`src/rtl/pa_pwm_gen.sv`:
```
module pa_pwm_gen #(
  parameter int ACC_W = 32,
  parameter int CMP_W = 8
) (
  input  logic             clk,
  input  logic             rst,
  input  logic             en,
  input  logic [ACC_W-1:0] freq_word,
  input  logic [CMP_W-1:0] thr_word,
  input  logic             load,
  output logic             wave_out,
  output logic             wrap_pulse
);
  localparam int TOP = ACC_W - 1;

  logic [ACC_W-1:0] acc, act_freq, pend_freq;
  logic [CMP_W-1:0] act_thr, pend_thr;
  logic             pend_vld;

  logic [ACC_W:0]   sum;
  logic             carry, apply;
  logic [ACC_W-1:0] acc_nxt;
  logic [CMP_W-1:0] thr_nxt;

  assign sum     = {1'b0, acc} + {1'b0, act_freq};
  assign carry   = en & sum[ACC_W];
  assign acc_nxt = en ? sum[ACC_W-1:0] : acc;
  assign apply   = pend_vld & (carry | ~en);
  assign thr_nxt = apply ? pend_thr : act_thr;

  always_ff @(posedge clk) begin
    if (rst) begin
      acc        <= '0;
      act_freq   <= '0;
      act_thr    <= '0;
      pend_freq  <= '0;
      pend_thr   <= '0;
      pend_vld   <= 1'b0;
      wave_out   <= 1'b0;
      wrap_pulse <= 1'b0;
    end else begin
      acc        <= acc_nxt;
      wrap_pulse <= carry;
      wave_out   <= en & (acc_nxt[TOP -: CMP_W] <= thr_nxt);
      if (apply) begin
        act_freq <= pend_freq;
        act_thr  <= pend_thr;
      end
      if (load) begin
        pend_freq <= freq_word;
        pend_thr  <= thr_word;
        pend_vld  <= 1'b1;
      end else if (apply) begin
        pend_vld  <= 1'b0;
      end
    end
  end

  p_idle_outputs_r5: assert property (@(posedge clk) disable iff (rst)
    !en |=> (!wave_out && !wrap_pulse));

  p_idle_hold_r5: assert property (@(posedge clk) disable iff (rst)
    !en |=> $stable(acc));

  p_apply_at_wrap_r4: assert property (@(posedge clk) disable iff (rst)
    (en && !carry) |=> ($stable(act_freq) && $stable(act_thr)));

  p_freeze_zero_r8: assert property (@(posedge clk) disable iff (rst)
    (en && act_freq == '0 && !pend_vld) |=> ($stable(acc) && !wrap_pulse));

  p_all_ones_high_r7: assert property (@(posedge clk) disable iff (rst)
    (en && act_thr == '1 && !pend_vld) |=> wave_out);

  p_wave_level_r3: assert property (@(posedge clk) disable iff (rst)
    (en && !pend_vld) |=> (wave_out == (acc[TOP -: CMP_W] <= act_thr)));
endmodule

```
`config.mk`:
```
export PLATFORM = sky130hd
export DESIGN_NAME = pa_pwm_gen
export DESIGN_NICKNAME = d
export VERILOG_FILES = /design/src/rtl/pa_pwm_gen.sv
export SDC_FILE = /design/constraint.sdc
export NUM_CORES = 1
export LEC_CHECK = 0
export BUFFER_PORTS_ARGS = -buffer_cell sky130_fd_sc_hd__buf_2
export CORE_ASPECT_RATIO = 1.5
export CORE_UTILIZATION = 63
export CTS_BUF_LIST = sky130_fd_sc_hd__clkbuf_4 sky130_fd_sc_hd__clkbuf_8
export CTS_CLUSTER_DIAMETER = 50
export DETAILED_ROUTE_END_ITERATION = 10
export PLACE_DENSITY = 0.83
export RECOVER_POWER = 100
export REMOVE_ABC_BUFFERS = 1
export SLEW_MARGIN = 20
export SYNTH_ARGS = -nofsm -noshare
export SYNTH_HDL_FRONTEND = slang
export SYNTH_SLANG_ARGS = --single-unit
```
`constraint.sdc`:
```
create_clock -name clk -period 4.3 [get_ports clk]
set_input_delay 0.215 -clock clk [delete_from_list [all_inputs] [get_ports clk]]
set_output_delay 0.215 -clock clk [all_outputs]
set_load 0.05 [all_outputs]
```
=== Word level (Yosys, flattened, before mapping) ===
Cells that the tools add are included.

* Flip-flop bits (word level): 115
* Bits in latches: 0
* Bits in writable memories: 0
* Memory bits (read-only): 0
* Bits of input ports: 44
* Output and inout bits: 2
* Memories: 0

* Add/sub/neg operators: 1
* Multipliers: 0
* Div/mod/pow operators: 0
* Magnitude comparators: 1
* Equality and inequality tests: 0
* Shifts and indexed selects: 0
* Mux-type cells: 4
* Bitwise logic cells: 5
* Reductions and logical operators: 1

{| class="wikitable"
|+ Operators by type and width
! cell !! number
|-
| adder 32 x 32 -> 33 bit || 1
|-
| 2-to-1 mux 32 bit || 1
|-
| <= comparator 8 bit || 1
|-
| 2-to-1 mux 8 bit || 1
|-
| bitwise AND 1 bit || 3
|-
| 2-to-1 mux 1 bit || 2
|-
| nonzero test 2 bit || 1
|-
| NOT 1 bit || 1
|-
| OR 1 bit || 1
|}

=== Longest topological paths before layout ===
* Depth after elaboration: 7
* Mapped depth: 20
* Mapped depth without buffers: 18

=== Worst setup path before layout ===
Ideal clock, no wire load.

* Path type: register to register
* Start: reg acc[19]
* End: reg wave_out
* Arrival time: 3.538 ns
* Slack: 0.691 ns
* Stages on the path, launching flop included: 20
* Clock period less this slack: 3.609 ns
* Path through: dfxtp_1 -> ha_1 -> nand4_1 -> nor4_1 -> nand3_1 -> a211oi_2 -> o21ai_1 -> a21o_1 -> a31oi_4 -> buf_6 -> buf_8 -> mux2i_1 -> ha_1 -> nor2b_1 -> o21a_1 -> o21ai_0 -> nand2b_1 -> a21oi_1 -> o21ai_0 -> a21oi_1

* Word-level cells in the longest chain between the ends: 7
* Elaborated cells on any way between the ends: 8

{| class="wikitable"
|+ RTL lines
! element !! RTL line !! text
|-
| from (decl) || 16 || <nowiki>logic [ACC_W-1:0] acc, act_freq, pend_freq;</nowiki>
|-
| from (signal assigned) || 42 || <nowiki>acc <= acc_nxt;</nowiki>
|-
| adder 32 x 32 -> 33 bit * || 25 || <nowiki>assign sum = {1'b0, acc} + {1'b0, act_freq};</nowiki>
|-
| bitwise AND 1 bit || 26 || <nowiki>assign carry = en & sum[ACC_W];</nowiki>
|-
| OR 1 bit || 28 || <nowiki>assign apply = pend_vld & (carry | ~en);</nowiki>
|-
| bitwise AND 1 bit || 28 ||
|-
| 2-to-1 mux 8 bit || -- ||
|-
| <= comparator 8 bit * || 44 || <nowiki>wave_out <= en & (acc_nxt[TOP -: CMP_W] <= thr_nxt);</nowiki>
|-
| bitwise AND 1 bit * || 44 ||
|-
| to (signal assigned) || 44 ||
|-
| to (decl) || 11 || <nowiki>output logic wave_out,</nowiki>
|}

Mark *: on every way between the ends. The rest lies on a longest branch, timed or not.
A chain may end at the register's enable or synchronous reset.

=== Worst setup path in the final report ===
Ends and elaborated chain as after synthesis.

==> key figures <==
Die
  – Die area: around 10000 µm²
  – Initial Utilization: approximately 66%
  – I/O pins: between 40 and 50
  – Die Ht: 123 µm
  – # rows: 43
  – Die W: 82.6 µm
  – Core Area: between 9000 and 10000 µm²

Min path
  – Worst Hold Class: in2reg

Critical path
  – Max FO, Critical Path: 8
  – Buf/Inv on CP: 0
  – Crit path launch type: flop
  – CP arrival: 4.35 ns
  – Setup CP Type: reg2reg
  – Worst setup EP type: flop
  – Crit-path cells: ha_1, nand4_1, nor4_1, nand3_1, a211oi_2, o21ai_0, a21o_1, a31oi_4, mux2i_1, ha_1, nor2b_1, o21a_1, o21ai_0, nand2b_1, a21oi_1, o21ai_0, a21oi_1
  – Cell mode on critical path: o21ai_0
  – Slowest CP cell: ha_1
  – Crit path max-delay family: compound AO/OA/AOI/OAI gates
  – Slowest cell delay on critical path: ~0.42 ns
  – Critical Path RT: roughly 4.7 ns

Drt
  – Antenna viol nets, final: 0
  – Initial DRC count: 234
  – WL/cell: roughly 15 µm
  – Via count: 5195
  – DR pass1 iterations: 5
  – DRC Markers: 0
  – WL final: between 10000 and 15000 µm
  – Post-DR vias/cell: between 5 and 6

Placed design
  – Post-DP HPWL: a little over 9000 µm
  – # port buffers: 45
  – GP Congestion: between 0.9 and 1
  – Dpl ws: 0.495 ns

Power
  – Switching pwr: between 0.6 and 0.7 mW
  – Combinational share of power: 10.2%
  – Peak VDD IR: about 0.27 mV
  – Leakage power: ~3 nW
  – Seq pwr share: about half
  – Int Power: about 1.7 mW
  – PwrDens: approximately 330 nW/µm²
  – Switching share of total power: about a quarter
  – Clock share of power: 40.6%

Global route
  – GRT overflow: 0
  – Global-route wire length before repair: about 22000 µm
  – Vias in the first global route: between 5000 and 6000
  – Initial antenna violation count: 0
  – GR Layer Usage met2: between 50% and 60%
  – M3 GR Usage: 6.86%
  – Largest net degree at the start of global routing: 71
  – Grt peak-use layer: met2
  – Met1 usage: roughly 32%
  – GRT Overall Usage: between 20% and 30%

Timing
  – Relative slew slack: -102%
  – Max-slew violation count: 42
  – Final TNS setup: 0 ns
  – Unrepaired setup endpoints after global routing: false
  – Max Clk Rate: 252 MHz
  – Final setup margin: approximately 0.34 ns
  – Hold Slack: roughly 0.0034 ns
  – Setup Viol. Count Final: 0
  – Worst-margin pin slew: around 3.0 ns
  – Setup Skew: 0.00829 ns
  – Fin. Hold Viols: 0
  – Period utilisation layout: between 90% and 100%
  – Period minus WS final: around 4 ns

Final layout
  – Nets: 851
  – Fillcell total: ~710
  – Post-route core utilization: around 74%
  – Share of layout cells above drive strength 1: between 10% and 20%
  – Area grow syn2layout: 13.2%
  – Antenna diodes: 0

Synth
  – Syn_area_per_cell: approximately 8.6 µm²
  – Top FF cell, synth: dfxtp_1
  – Yosys Warn Count: 0
  – Seq cells post-synth: 115
  – Post-synthesis sequential area ratio: a little under two fifths
  – Post-synth EDFFs: 0
  – Unique masters post-synth: 47
  – Async set-reset flop share out of synthesis: 0%
  – Post-Syn Area: between 6000 and 7000 µm²
  – Syn Inst Count: 711

Clock network
  – CTS root buf: clkbuf_8
  – Clock Latency Late Sink: 0.45 ns
  – TritonCTS clock tree: done
  – Total setup buffers inserted after CTS: 0
  – H-Tree Level Count: 4
  – Clk sinks: around 120
  – Clk slew on worst S/H paths: roughly 0.070 ns
  – Max Root-Sink Buffers: 2
  – Inserted Clock Buffers: 17

Run status
  – Status: finished, violations left
  – Violated checks: capacitance limit, slew limit

Run
  – Max-Cap Viols: 1
[power by group through the flow]
| stage | clock network, mW | logic [mW] | registers, mW |
|---|---|---|---|
| 6_report | 0.927 | 0.232 | 1.12 |
| 5_1_grt | 0.987 | 0.255 | 1.13 |
| 4_1_cts | 0.934 | 0.228 | 1.12 |
| 3_5_place_dp | 0 | 0.212 | 1.15 |
| 3_3_place_gp | 0 | 0.204 | 1.15 |
| 2_1_floorplan | 0 | 0.131 | 1.15 |
[cells in the final DEF, fill, tap and decap left out, types with 3 or more instances in the layout]
| cell | n |
|---|---|
| dfxtp_1 | 115 |
| a21o_1 | 12 |
| a21oi_1 | 51 |
| xnor2_1 | 14 |
| o21bai_1 | 8 |
| and3_1 | 3 |
| ha_1 | 40 |
| clkbuf_1 | 5 |
| o21a_1 | 5 |
| a211oi_1 | 8 |
| dlygate4sd3_1 | 20 |
| clkinv_2 | 3 |
| xor2_1 | 6 |
| buf_2 | 43 |
| nand2_1 | 122 |
| inv_1 | 11 |
| a221oi_1 | 3 |
| clkbuf_8 | 18 |
| clkinvlp_4 | 5 |
| a41oi_1 | 3 |
| mux2i_1 | 102 |
| buf_4 | 3 |
| nand3_1 | 8 |
| o21ai_1 | 3 |
| nor3_1 | 12 |
| o21ai_0 | 25 |
| a31o_2 | 3 |
| nor2_1 | 75 |
| nand4_1 | 10 |
| nand3b_1 | 4 |
[logic make-up (layout without fill, tap and decap cells)]
| family | after synthesis | count (layout) | share of synthesized area [%] |
|---|---|---|---|
| fa+ha+maj | 41 | 41 | 8.47 |
| mux | 104 | 104 | 17.0 |
| flops | 115 | 115 | 37.5 |
| compound gates | 137 | 137 | 14.1 |
| buf+inv | 50 | 117 | 3.67 |
| xor+xnor | 20 | 20 | 2.85 |
| simple gates | 244 | 244 | 16.5 |
[area by class of cell]
class	instances	area, µm²	share of cell area, %
Multi-Input combinational cell	546	3610	52.0
Sequential cell	115	2300	33.1
Timing Repair Buffer	73	482	6.93
Clock buffer	19	255	3.67
Tap cell	112	140	2.02
Clock inverter	12	109	1.57
Inverter	13	48.8	0.702
[worst paths after layout]
path | startpoint | end | slack [ns] | cells after the start
worst max-delay path | acc[19] | wave_out | 0.34 | 17
worst min-delay path | freq_word[30] | pend_freq[30] | 0.003 | 3
worst max register to register | acc[19] | wave_out | 0.34 | 17
worst min register to register | act_thr[0] | act_thr[0] | 0.46 | 2
[synth_stat cells (4+ instances only)]
library cell	instances	area [µm²]
ha_1	40	500
o21bai_1	8	60.1
mux2i_1	102	1020
nor3_1	12	60.1
a21o_1	12	90.1
nand3b_1	4	30.0
a21oi_1	51	255
nand2_1	122	458
nand3_1	8	40.0
o21a_1	5	37.5
o21ai_0	23	115
inv_1	12	45.0
xnor2_1	14	123
dfxtp_1	115	2300
xor2_1	6	52.6
a211oi_1	8	60.1
clkbuf_1	29	109
o21ai_1	5	25.0
nor2_1	75	282
nand4_1	10	62.6
[through the flow]
stage	std cells	total power, mW	area (µm²)
2_1_floorplan	674	1.28	5970
3_3_place_gp	839	1.35	6400
3_5_place_dp	839	1.36	6400
4_1_cts	890	2.29	6970
5_1_grt	890	2.37	6950
6_report	890	2.28	6950
[timing repair]
item	CTS	global route
hold buffers	20	0
hold endpoints to repair	20	0
resized for setup	0	0
[flip-flops by register name (all words and copies together), names as in the netlist]
signal	cells
acc	32
act_freq	32
pend_freq	32
act_thr	8
pend_thr	8
pend_vld	1
wave_out	1
wrap_pulse	1
[metal layers]
layer  part of all wire (%)  wire, µm
met5                      0         0
met1                     42      5710
met3                    3.8       514
met4                    2.6       349
met2                     52      6980
[worst reg2reg max path, stage by stage, from the launching register on]
cell	delay [ns]
dfxtp_1	0.32
ha_1	0.42
nand4_1	0.17
nor4_1	0.30
nand3_1	0.16
a211oi_2	0.37
o21ai_0	0.22
a21o_1	0.27
a31oi_4	0.28
mux2i_1	0.25
ha_1	0.27
nor2b_1	0.14
o21a_1	0.18
o21ai_0	0.14
nand2b_1	0.07
a21oi_1	0.15
o21ai_0	0.09
a21oi_1	0.12
(Power assumes the default switching activity.)
